$ cat src/rtl/trap_pkg.sv
package trap_pkg;
    localparam int unsigned PAGE_W = 4;
    localparam int unsigned OFF_W  = 16;
    localparam int unsigned PPC_W  = PAGE_W + OFF_W;

    typedef logic [PPC_W-1:0] ppc_t;

    typedef enum logic [1:0] {
        HS_IDLE        = 2'd0,
        HS_WAIT_LOAD   = 2'd1,
        HS_WAIT_RETIRE = 2'd2
    } hold_state_e;

    typedef struct packed {
        logic undef_op;
        logic bgd_off;
    } trap_cause_t;

    function automatic ppc_t adj_ppc(input ppc_t pc, input int unsigned step);
        return ppc_t'(pc + ppc_t'(step));
    endfunction
endpackage

$ cat src/rtl/trap_detect.sv
module trap_detect
    import trap_pkg::*;
(
    input  logic clk,
    input  logic rst,
    input  logic exec_vld,
    input  logic op_defined,
    input  logic bgd_op,
    input  logic dbg_en,
    output logic trap_hit,
    output logic trap_req
);
    trap_cause_t cause;

    always_comb begin
        cause.undef_op = !op_defined;
        cause.bgd_off  = bgd_op && !dbg_en;
        trap_hit       = exec_vld && (|cause);
    end

    always_ff @(posedge clk) begin
        if (rst) trap_req <= 1'b0;
        else     trap_req <= trap_hit;
    end

    p_undef_trap_r1: assert property (@(posedge clk) disable iff (rst)
        exec_vld && !op_defined |=> trap_req);
    p_bgd_trap_r2: assert property (@(posedge clk) disable iff (rst)
        exec_vld && bgd_op && !dbg_en |=> trap_req);
    p_no_exec_r11: assert property (@(posedge clk) disable iff (rst)
        !exec_vld |=> !trap_req);
    p_defined_ok_r3: assert property (@(posedge clk) disable iff (rst)
        op_defined && !(bgd_op && !dbg_en) |=> !trap_req);
endmodule

$ cat src/rtl/retaddr_adjust.sv
module retaddr_adjust
    import trap_pkg::*;
#(
    parameter int unsigned RET_ADJ = 2
) (
    input  logic clk,
    input  logic rst,
    input  logic trap_hit,
    input  logic irq_entry,
    input  ppc_t pc_in,
    output ppc_t stack_pc
);
    ppc_t pc_next;

    always_comb begin
        if (trap_hit)       pc_next = adj_ppc(pc_in, RET_ADJ);
        else if (irq_entry) pc_next = pc_in;
        else                pc_next = stack_pc;
    end

    always_ff @(posedge clk) begin
        if (rst) stack_pc <= '0;
        else     stack_pc <= pc_next;
    end

    p_adj_r4: assert property (@(posedge clk) disable iff (rst)
        trap_hit |=> stack_pc == ppc_t'($past(pc_in) + ppc_t'(RET_ADJ)));
    p_pass_r5: assert property (@(posedge clk) disable iff (rst)
        irq_entry && !trap_hit |=> stack_pc == $past(pc_in));
    p_hold_r7: assert property (@(posedge clk) disable iff (rst)
        !irq_entry && !trap_hit |=> $stable(stack_pc));
endmodule

$ cat src/rtl/irq_holdoff.sv
module irq_holdoff
    import trap_pkg::*;
(
    input  logic clk,
    input  logic rst,
    input  logic trap_hit,
    input  logic handler_load,
    input  logic retire,
    output logic irq_inhibit
);
    hold_state_e state, state_next;

    always_comb begin
        state_next = state;
        if (trap_hit) begin
            state_next = HS_WAIT_LOAD;
        end else begin
            unique case (state)
                HS_WAIT_LOAD:   if (handler_load) state_next = HS_WAIT_RETIRE;
                HS_WAIT_RETIRE: if (retire)       state_next = HS_IDLE;
                default:        state_next = HS_IDLE;
            endcase
        end
    end

    always_ff @(posedge clk) begin
        if (rst) state <= HS_IDLE;
        else     state <= state_next;
    end

    assign irq_inhibit = (state != HS_IDLE);

    p_set_r8: assert property (@(posedge clk) disable iff (rst)
        trap_hit |=> irq_inhibit);
    p_wait_load_r8: assert property (@(posedge clk) disable iff (rst)
        state == HS_WAIT_LOAD && !trap_hit |=> irq_inhibit);
    p_release_r9: assert property (@(posedge clk) disable iff (rst)
        $fell(irq_inhibit) |-> $past(retire) && $past(state) == HS_WAIT_RETIRE);
endmodule

$ cat src/rtl/sync_trap_adjust.sv
module sync_trap_adjust
    import trap_pkg::*;
#(
    parameter int unsigned RET_ADJ = 2
) (
    input  logic             clk,
    input  logic             rst,
    input  logic             exec_vld,
    input  logic             op_defined,
    input  logic             bgd_op,
    input  logic             dbg_en,
    input  logic             irq_entry,
    input  logic             handler_load,
    input  logic             retire,
    input  logic [PPC_W-1:0] pc_in,
    output logic             trap_req,
    output logic [PPC_W-1:0] stack_pc,
    output logic             irq_inhibit
);
    logic trap_hit;

    trap_detect u_detect (
        .clk        (clk),
        .rst        (rst),
        .exec_vld   (exec_vld),
        .op_defined (op_defined),
        .bgd_op     (bgd_op),
        .dbg_en     (dbg_en),
        .trap_hit   (trap_hit),
        .trap_req   (trap_req)
    );

    retaddr_adjust #(.RET_ADJ(RET_ADJ)) u_adjust (
        .clk       (clk),
        .rst       (rst),
        .trap_hit  (trap_hit),
        .irq_entry (irq_entry),
        .pc_in     (pc_in),
        .stack_pc  (stack_pc)
    );

    irq_holdoff u_holdoff (
        .clk          (clk),
        .rst          (rst),
        .trap_hit     (trap_hit),
        .handler_load (handler_load),
        .retire       (retire),
        .irq_inhibit  (irq_inhibit)
    );

    p_req_inhibit_r8: assert property (@(posedge clk) disable iff (rst)
        trap_req |-> irq_inhibit);
    p_reset_r10: assert property (@(posedge clk)
        rst |=> !trap_req && !irq_inhibit && stack_pc == '0);
endmodule

$ cat config.mk
export PLATFORM = sky130hd
export DESIGN_NAME = sync_trap_adjust
export DESIGN_NICKNAME = d
export VERILOG_FILES = /design/src/rtl/trap_pkg.sv /design/src/rtl/trap_detect.sv /design/src/rtl/retaddr_adjust.sv /design/src/rtl/irq_holdoff.sv /design/src/rtl/sync_trap_adjust.sv
export SDC_FILE = /design/constraint.sdc
export NUM_CORES = 1
export LEC_CHECK = 0
export BUFFER_PORTS_ARGS = -buffer_cell sky130_fd_sc_hd__buf_2
export CAP_MARGIN = 20
export CORE_MARGIN = 4
export CORE_UTILIZATION = 36
export CTS_CLUSTER_DIAMETER = 80
export CTS_CLUSTER_SIZE = 10
export DETAILED_ROUTE_END_ITERATION = 16
export PLACE_DENSITY = 0.69
export SYNTH_ARGS = -nofsm -noshare
export SYNTH_HDL_FRONTEND = slang
export SYNTH_HIERARCHICAL = 1
export SYNTH_SLANG_ARGS = --single-unit
$ cat constraint.sdc
create_clock -name clk -period 2.3 [get_ports clk]
set_input_delay 0.345 -clock clk [delete_from_list [all_inputs] [get_ports clk]]
set_output_delay 0.345 -clock clk [all_outputs]
set_load 0.005 [all_outputs]
* Word-level counts from Yosys, hierarchy flattened *
Index checks and enable logic that the tools add are counted.

word-level totals
  input port bits = 29
  logic and storage cells = 27
  register bits = 23
  output and inout port bits = 22

operators by class
  reductions and logical operators = 10
  multiplexer cells = 6
  eq/ne operators = 6
  add/subtract/negate cells = 1

operators with widths
  kind                                                 count
  two-way mux 20 bit                                   2
  adder 20 x 2 -> 20 bit, second input constant        1
  inequality test 3 bit, second input constant         2
  two-way mux 2 bit                                    2
  inequality test 2 bit, second input constant         2
  one-hot mux 2 bit (2 select lines)                   1
  AND reduction 2 bit                                  2
  nonzero test 2 bit                                   2
  OR reduction 2 bit                                   2
  equality test 2 x 1 -> 1 bit, second input constant  1
  equality test 2 bit, second input constant           1
  logical AND 1 bit                                    2
  logical NOT 1 bit                                    2
  two-way mux 1 bit                                    1

* Depth between registers and ports, before layout *
Gate-level depths: netlist (run 1).

  depth in word-level cells = 6
  depth in mapped cells = 7
  gate-level depth less buffers = 6

* Hierarchy *
The synthesis (run 1) kept the hierarchy.

by module, submodules not included
  module          sequential area each (sq um)  cells each  area an instance (sq um)  instances
  retaddr_adjust  400.4                         132         1089.8                    1
  irq_holdoff     40.0                          9           92.6                      1
  trap_detect     20.0                          5           60.1                      1

* Least setup slack after synthesis (run 1) *
OpenSTA, ideal clock, no wires.

  path type = input-to-reg
  start point = input port dbg_en
  end point = register u_adjust.stack_pc[17]
  arrival = 1.878 ns
  slack = 0.331 ns
  library setup time = 0.091 ns
  stages = 6
  cells stage by stage = nand2b_4 > a21boi_2 > nand4_4 > or2_0 > or4_1 > a311oi_1

on the way
  word-level cells in the longest chain between the ends = 5

ends and longest elaborated chain
  item                                                             line                    text
  start, declared                                                  sync_trap_adjust.sv:11  input logic dbg_en,
  logical NOT 1 bit *                                              trap_detect.sv:17       cause.bgd_off = bgd_op && !dbg_en;
  logical AND 1 bit *                                              trap_detect.sv:17
  OR reduction 2 bit *                                             trap_detect.sv:18       trap_hit = exec_vld && (|cause);
  logical AND 1 bit *                                              trap_detect.sv:18
  via trap_hit                                                     sync_trap_adjust.sv:20  logic trap_hit;
  two-way mux 20 bit / nonzero test 2 bit (equally long branches)  --
  end signal, assigned                                             retaddr_adjust.sv:23    else stack_pc <= pc_next;
  end, declared                                                    retaddr_adjust.sv:11    output ppc_t stack_pc

Mark *: on every way through the listed nets, which the timed path passes. The rest lies on a longest branch.
A chain may end at the register's enable or synchronous reset.

* Final worst setup path (run 1) *
Ends and elaborated chain as after synthesis.

==> flow_summary.yaml, run 1 <==
outcome:
  status: "finished, final reports clean"
global_route:
  grt_usage_pct: 14.45
  grt_pass1_wl_um: 4954
  grt_pass1_vias: 1116
  grt-ovfl-total: 0
  grt_max_degree: 26
  antenna_found_initial: 0
clock_tree:
  cts_tree: "built"
  post-cts-setup-buffers: 0
  cts_hold_buf: 0
  cts_resized: 0
  cts.clk_slew.worst_paths_ps: 130
  cts_htree_levels: 1
  cts.sinks: 23
  clk-insertion-delay-late_ps: 320
  cts-root-buf: "clkbuf_4"
  cts_buffers: 3
  ctsLongestPathBuffers: 2
sta:
  hold_slack_ps: 207.0
  fin_worst_skew_ps: 3.937
  worst_slack_ps: 621.0
  worst_pin_slew_ps: 523.8
  rsz0062_at_grt: "no"
  max_slew_margin_pct: 64.95
  setup_viol: 0
  period_share_pct: 73.00
  period_needed_ps: 1679
  finalHoldViolations: 0
  clock.fmax_ghz: 0.5956
  slew_viol_final: 0
  tns_ps: 0
synth:
  synth_async_sr_flop_share_pct: 0
  synth_area_leaders: "dfxtp_1 (37%), nor2_1 (6.9%), a211oi_1 (6.0%), xnor2_1 (5.6%), nand4_4 (3.4%)"
  synth_cell_types: 35
  avgSynthCellArea_um2: 8.510
  yosys-top-cells-count: "dfxtp_1 (23), nor2_1 (23), a211oi_1 (10)"
  syn_area_um2: 1242
  yosys_register_bits: 23
  syn-instance-count: 146
  syn-num-nets: 176
  ys.flop_type: "dfxtp_1"
  ys_warn_count: 6
  synth_top_area_share_pct: 37.06
  synth_edf_count: 0
  yosysTopAreaCell: "dfxtp_1"
  ys_seq_area_share_pct: 37.06
floorplan:
  die_height_um: 66.75
  core_region_area_um2: 3337
  die-area_um2: 4455
  pin_count: 51
  start_util_pct: 37.23
  rows: 21
  fp.dieW_um: 66.75
placement:
  hpwl_um: 2417
  place_congestion: 0.7953
  pre_cts_slack_ps: 275.0
  portBuffers: 50
  placed_area_um2: 1564
  place_inst: 241
setup_path:
  start_kind: "input port"
  r2r_start: "u_holdoff/state[0]$_SDFFE_PP0P_"
  crit_path_end_kind: "register"
  arrival_ps: 1920
  path_class: "input port to register"
  cp_data_required_time_ps: 2540
  crit_start: "dbg_en"
  crit_fanout: 3
final_layout:
  fill_cells: 355
  syn_to_final_growth_pct: 28.10
  nNetsFinal: 230
  drive_above_1_share_pct: 35.68
  final_cells: 245
  stdcell_area_um2: 1592
  post-route-util_pct: 47.69
  diodes: 0
route:
  wl_per_cell_um: 12.91
  wirelength_um: 3162
  drt_iter0_drc: 45
  drtAntennaViolNets: 0
  drc: 0
  firstDrtPassIters: 4
  vias: 1253
  vias_per_cell: 5.114
power_and_ir_drop:
  p_leak_nw: 0.6801
  p_seq_share_pct: 54.4
  power.share.combinational_pct: 21.6
  pwr-share-clk_pct: 24.0
  p_sw_mw: 0.2398
  ir_drop_uv: 172.2
  finalPower_mw: 0.8142
  p_int_mw: 0.5743
  switching_share_pct: 29.46
  p_per_area_nw_per_um2: 511.6
min_path:
  hold_class: "input port to register"
  hp-start: "op_defined"
flow_run:
  maxCapViolCount: 0
## sequential cells by signal (all words and copies together), names as in the netlist
| name | count |
|---|---|
| u_adjust/stack_pc | 20 |
| u_holdoff/state | 2 |
| u_detect/trap_req | 1 |
## routing by layer
layer,wire (um),global-route usage [%]
met4,9,5.838
met3,164,2.361
met2,1623,25.87
met5,0,0
met1,1365,16.89
## worst paths after layout
kind | end | slack (ps) | depth (start not counted)
worst max-delay path | u_adjust/stack_pc[17]$_SDFFE_PP0P_ | 620 | 7
worst min register to register | u_adjust/stack_pc[0]$_SDFFE_PP0P_ | 460 | 2
worst max register to register | u_holdoff/state[1]$_SDFFE_PP0P_ | 1240 | 2
worst min-delay path | u_detect/trap_req$_SDFF_PP0_ | 210 | 2
## worst max-delay path, stage by stage
cell and delay [ps]:
buf_2 100, nand2b_4 140, a21boi_2 220, nand4_4 110, or2_0 240, or4_1 510, a311oi_1 240
## logic make-up (layout without fill, tap and decap cells)
logic type,Yosys count,after routing,share of synthesized area (%)
flops,23,23,37.06
fa+ha+maj,1,1,1.007
buf+inv,11,64,3.423
mux,1,1,0.8057
compound gates,31,31,18.63
simple gates,71,71,33.43
xor+xnor,8,8,5.640
## power groups by stage
stage          registers [mW]  clock network [mW]  logic, mW
2_1_floorplan           0.454                   0     0.0869
3_3_place_gp            0.451                   0      0.176
3_5_place_dp            0.452                   0      0.178
4_1_cts                 0.443               0.206      0.178
5_1_grt                 0.447               0.223      0.197
6_report                0.443               0.195      0.176
## cells in the final DEF, fill, tap and decap left out
| master | count |
|---|---|
| a211oi_1 | 10 |
| a211oi_2 | 1 |
| a21boi_2 | 1 |
| a21oi_1 | 7 |
| a21oi_2 | 1 |
| a311oi_1 | 4 |
| a31o_2 | 2 |
| a31oi_1 | 2 |
| and4_1 | 2 |
| buf_2 | 50 |
| buf_4 | 5 |
| clkbuf_4 | 3 |
| clkinv_2 | 1 |
| dfxtp_1 | 23 |
| ha_1 | 1 |
| inv_1 | 5 |
| mux2i_1 | 1 |
| nand2_1 | 8 |
| nand2b_1 | 4 |
| nand2b_4 | 1 |
| nand3_1 | 5 |
| nand3b_1 | 2 |
| nand4_1 | 3 |
| nand4_4 | 2 |
| nor2_1 | 23 |
| nor3_1 | 7 |
| nor3_4 | 1 |
| nor4_1 | 5 |
| o211ai_1 | 1 |
| o31ai_1 | 1 |
| o41ai_1 | 1 |
| or2_0 | 1 |
| or2_2 | 3 |
| or3b_1 | 3 |
| or4_1 | 1 |
| xnor2_1 | 8 |
## layout make-up
type                       instances  area (um2)  area share [%]
clock buffer                       3       22.52           1.415
clock inverter                     1       5.005          0.3145
inverter                           5       18.77           1.179
multi-input combinational        112       739.5           46.46
sequential                        23       460.4           28.93
tap                               46       57.56           3.616
timing repair buffer              55       287.8           18.08
(Power assumes the default switching activity.)
==> inputs of run 2 (changes only) <==
Clock period 2.3 ns to 1.73 ns, I/O delays scaled along.
==> run 2 against run 1 <==
  * First-iteration DRC count rose by 22%
  * Combinational power up 47%
  * Setup slack worse by 420 ps
  * Critical path type unchanged
==> flow_summary.yaml, run 2 (same netlist as run 1, synthesis figures left out) <==
floorplan:
  core_region_area_um2: 3337
  fp.dieW_um: 66.75
  start_util_pct: 37.23
  die_height_um: 66.75
  rows: 21
  die-area_um2: 4455
  pin_count: 51
setup_path:
  r2r_cells: 2
  path_class: "input port to register"
  critPathBufInv: 1
  cp_data_required_time_ps: 1960
  crit_fanout: 3
  cp_num_cells: 7
  path_cells: "buf_2 > nand2b_4 > a21boi_4 > nand4_4 > or2_0 > or4_1 > a311oi_1"
  critPathSlowestCell: "or4_1"
  crit_path_end_kind: "register"
  start_kind: "input port"
  slowest_delay_ps: 500
  crit_family: "simple AND/OR/NAND/NOR gates"
  arrival_ps: 1750
clock_tree:
  cts_tree: "built"
  cts_hold_buf: 0
  ctsLongestPathBuffers: 2
  cts_resized: 0
  cts.clk_slew.worst_paths_ps: 120
  cts-root-buf: "clkbuf_4"
  clk-insertion-delay-late_ps: 310
  cts_buffers: 3
  cts_htree_levels: 1
  cts.sinks: 23
  post-cts-setup-buffers: 0
sta:
  clock.fmax_ghz: 0.6553
  period_needed_ps: 1526
  setup_viol: 0
  slew_viol_final: 0
  period_share_pct: 88.20
  finalHoldViolations: 0
  tns_ps: 0
  max_slew_margin_pct: 70.44
  rsz0062_at_grt: "no"
  fin_worst_skew_ps: 0.09182
  worst_pin_slew_ps: 443.4
global_route:
  grt_pass1_vias: 1145
  grt_pass1_wl_um: 5043
  grt_max_degree: 24
  grt-ovfl-total: 0
  antenna_found_initial: 0
  grt_usage_pct: 14.56
final_layout:
  layout_common_cells: "buf_2 (50), nor2_1 (23), dfxtp_1 (23), buf_4 (15), a211oi_1 (10)"
  largest_reg_flops: 20
  final_cells: 256
  top_register: "u_adjust/stack_pc"
  layout_commonest_cell: "buf_2"
  largestRegisters: "u_adjust/stack_pc (20), u_holdoff/state (2), u_detect/trap_req (1)"
  nNetsFinal: 241
  stdcell_area_um2: 1693
  syn_to_final_growth_pct: 36.25
  drive_above_1_share_pct: 38.57
  diodes: 0
route:
  vias_per_cell: 4.938
  wl_per_cell_um: 11.82
  firstDrtPassIters: 6
  wirelength_um: 3025
  drc: 0
  vias: 1264
  drt_iter0_drc: 55
  drtAntennaViolNets: 0
power_and_ir_drop:
  pwr-share-clk_pct: 23.0
  finalPower_mw: 1.101
  p_sw_mw: 0.3127
  p_per_area_nw_per_um2: 650.2
  power.share.combinational_pct: 23.5
  p_seq_share_pct: 53.5
  p_leak_nw: 0.7392
  switching_share_pct: 28.41
  ir_drop_uv: 235.3
  p_int_mw: 0.7880
placement:
  placed_area_um2: 1667
  hpwl_um: 2403
  place_congestion: 0.8299
  portBuffers: 50
  place_inst: 252
min_path:
  hold_class: "input port to register"
  holdPathStages: 3
outcome:
  status: "finished, final reports clean"
flow_run:
  maxCapViolCount: 0
[run 2: per-stage QoR]
| stage | util (%) | hold WS [ps] | setup WS, ps |
|---|---|---|---|
| 3_5_place_dp | 49.94 | 444.1 | -105.5 |
| 4_1_cts | 50.73 | 173.7 | 195.4 |
| 2_1_floorplan | - | 324.1 | -58.87 |
| 3_3_place_gp | 49.94 | 436.2 | -84.48 |
| 6_report | 50.73 | 176.8 | 204.1 |
| 5_1_grt | 50.73 | 184.4 | 105.4 |
[run 2: layer usage]
metal / GRT usage (%) / part of all wire (%) / up-vias
met3: 2.024 / 6.0 / 3
li1: - / - / 670
met1: 18.83 / 46 / 556
met4: 5.330 / 0.73 / 0
met2: 24.38 / 48 / 35
met5: 0 / 0 / -
[run 2: power by group through the flow]
| stage | logic [mW] | clock network (mW) | registers [mW] |
|---|---|---|---|
| global placement | 0.259 | 0 | 0.601 |
| global route | 0.292 | 0.277 | 0.596 |
| finish | 0.259 | 0.253 | 0.589 |
| CTS | 0.262 | 0.260 | 0.590 |
| floorplan | 0.118 | 0 | 0.604 |
| detailed placement | 0.261 | 0 | 0.602 |
[run 2: cell type report]
class / count / area (um2)
Multi-Input combinational cell: 112 / 747.0
Timing Repair Buffer: 66 / 382.9
Sequential cell: 23 / 460.4
Clock buffer: 4 / 26.28
Tap cell: 46 / 57.56
Inverter: 5 / 18.77
Fill cell: 345 / 1644
[run 2: path summary, 6_finish.rpt]
| kind | start | endpoint | slack [ps] |
|---|---|---|---|
| max | dbg_en | u_adjust/stack_pc[17]$_SDFFE_PP0P_ | 200 |
| min | pc_in[0] | u_adjust/stack_pc[0]$_SDFFE_PP0P_ | 180 |
| max reg2reg | u_holdoff/state[0]$_SDFFE_PP0P_ | u_holdoff/state[1]$_SDFFE_PP0P_ | 730 |
| min reg2reg | u_adjust/stack_pc[0]$_SDFFE_PP0P_ | u_adjust/stack_pc[0]$_SDFFE_PP0P_ | 460 |
[run 2: worst reg2reg max path, stage by stage, from the launching register on]
cell and delay [ps]:
dfxtp_1 340, or3b_1 390, a211oi_2 210
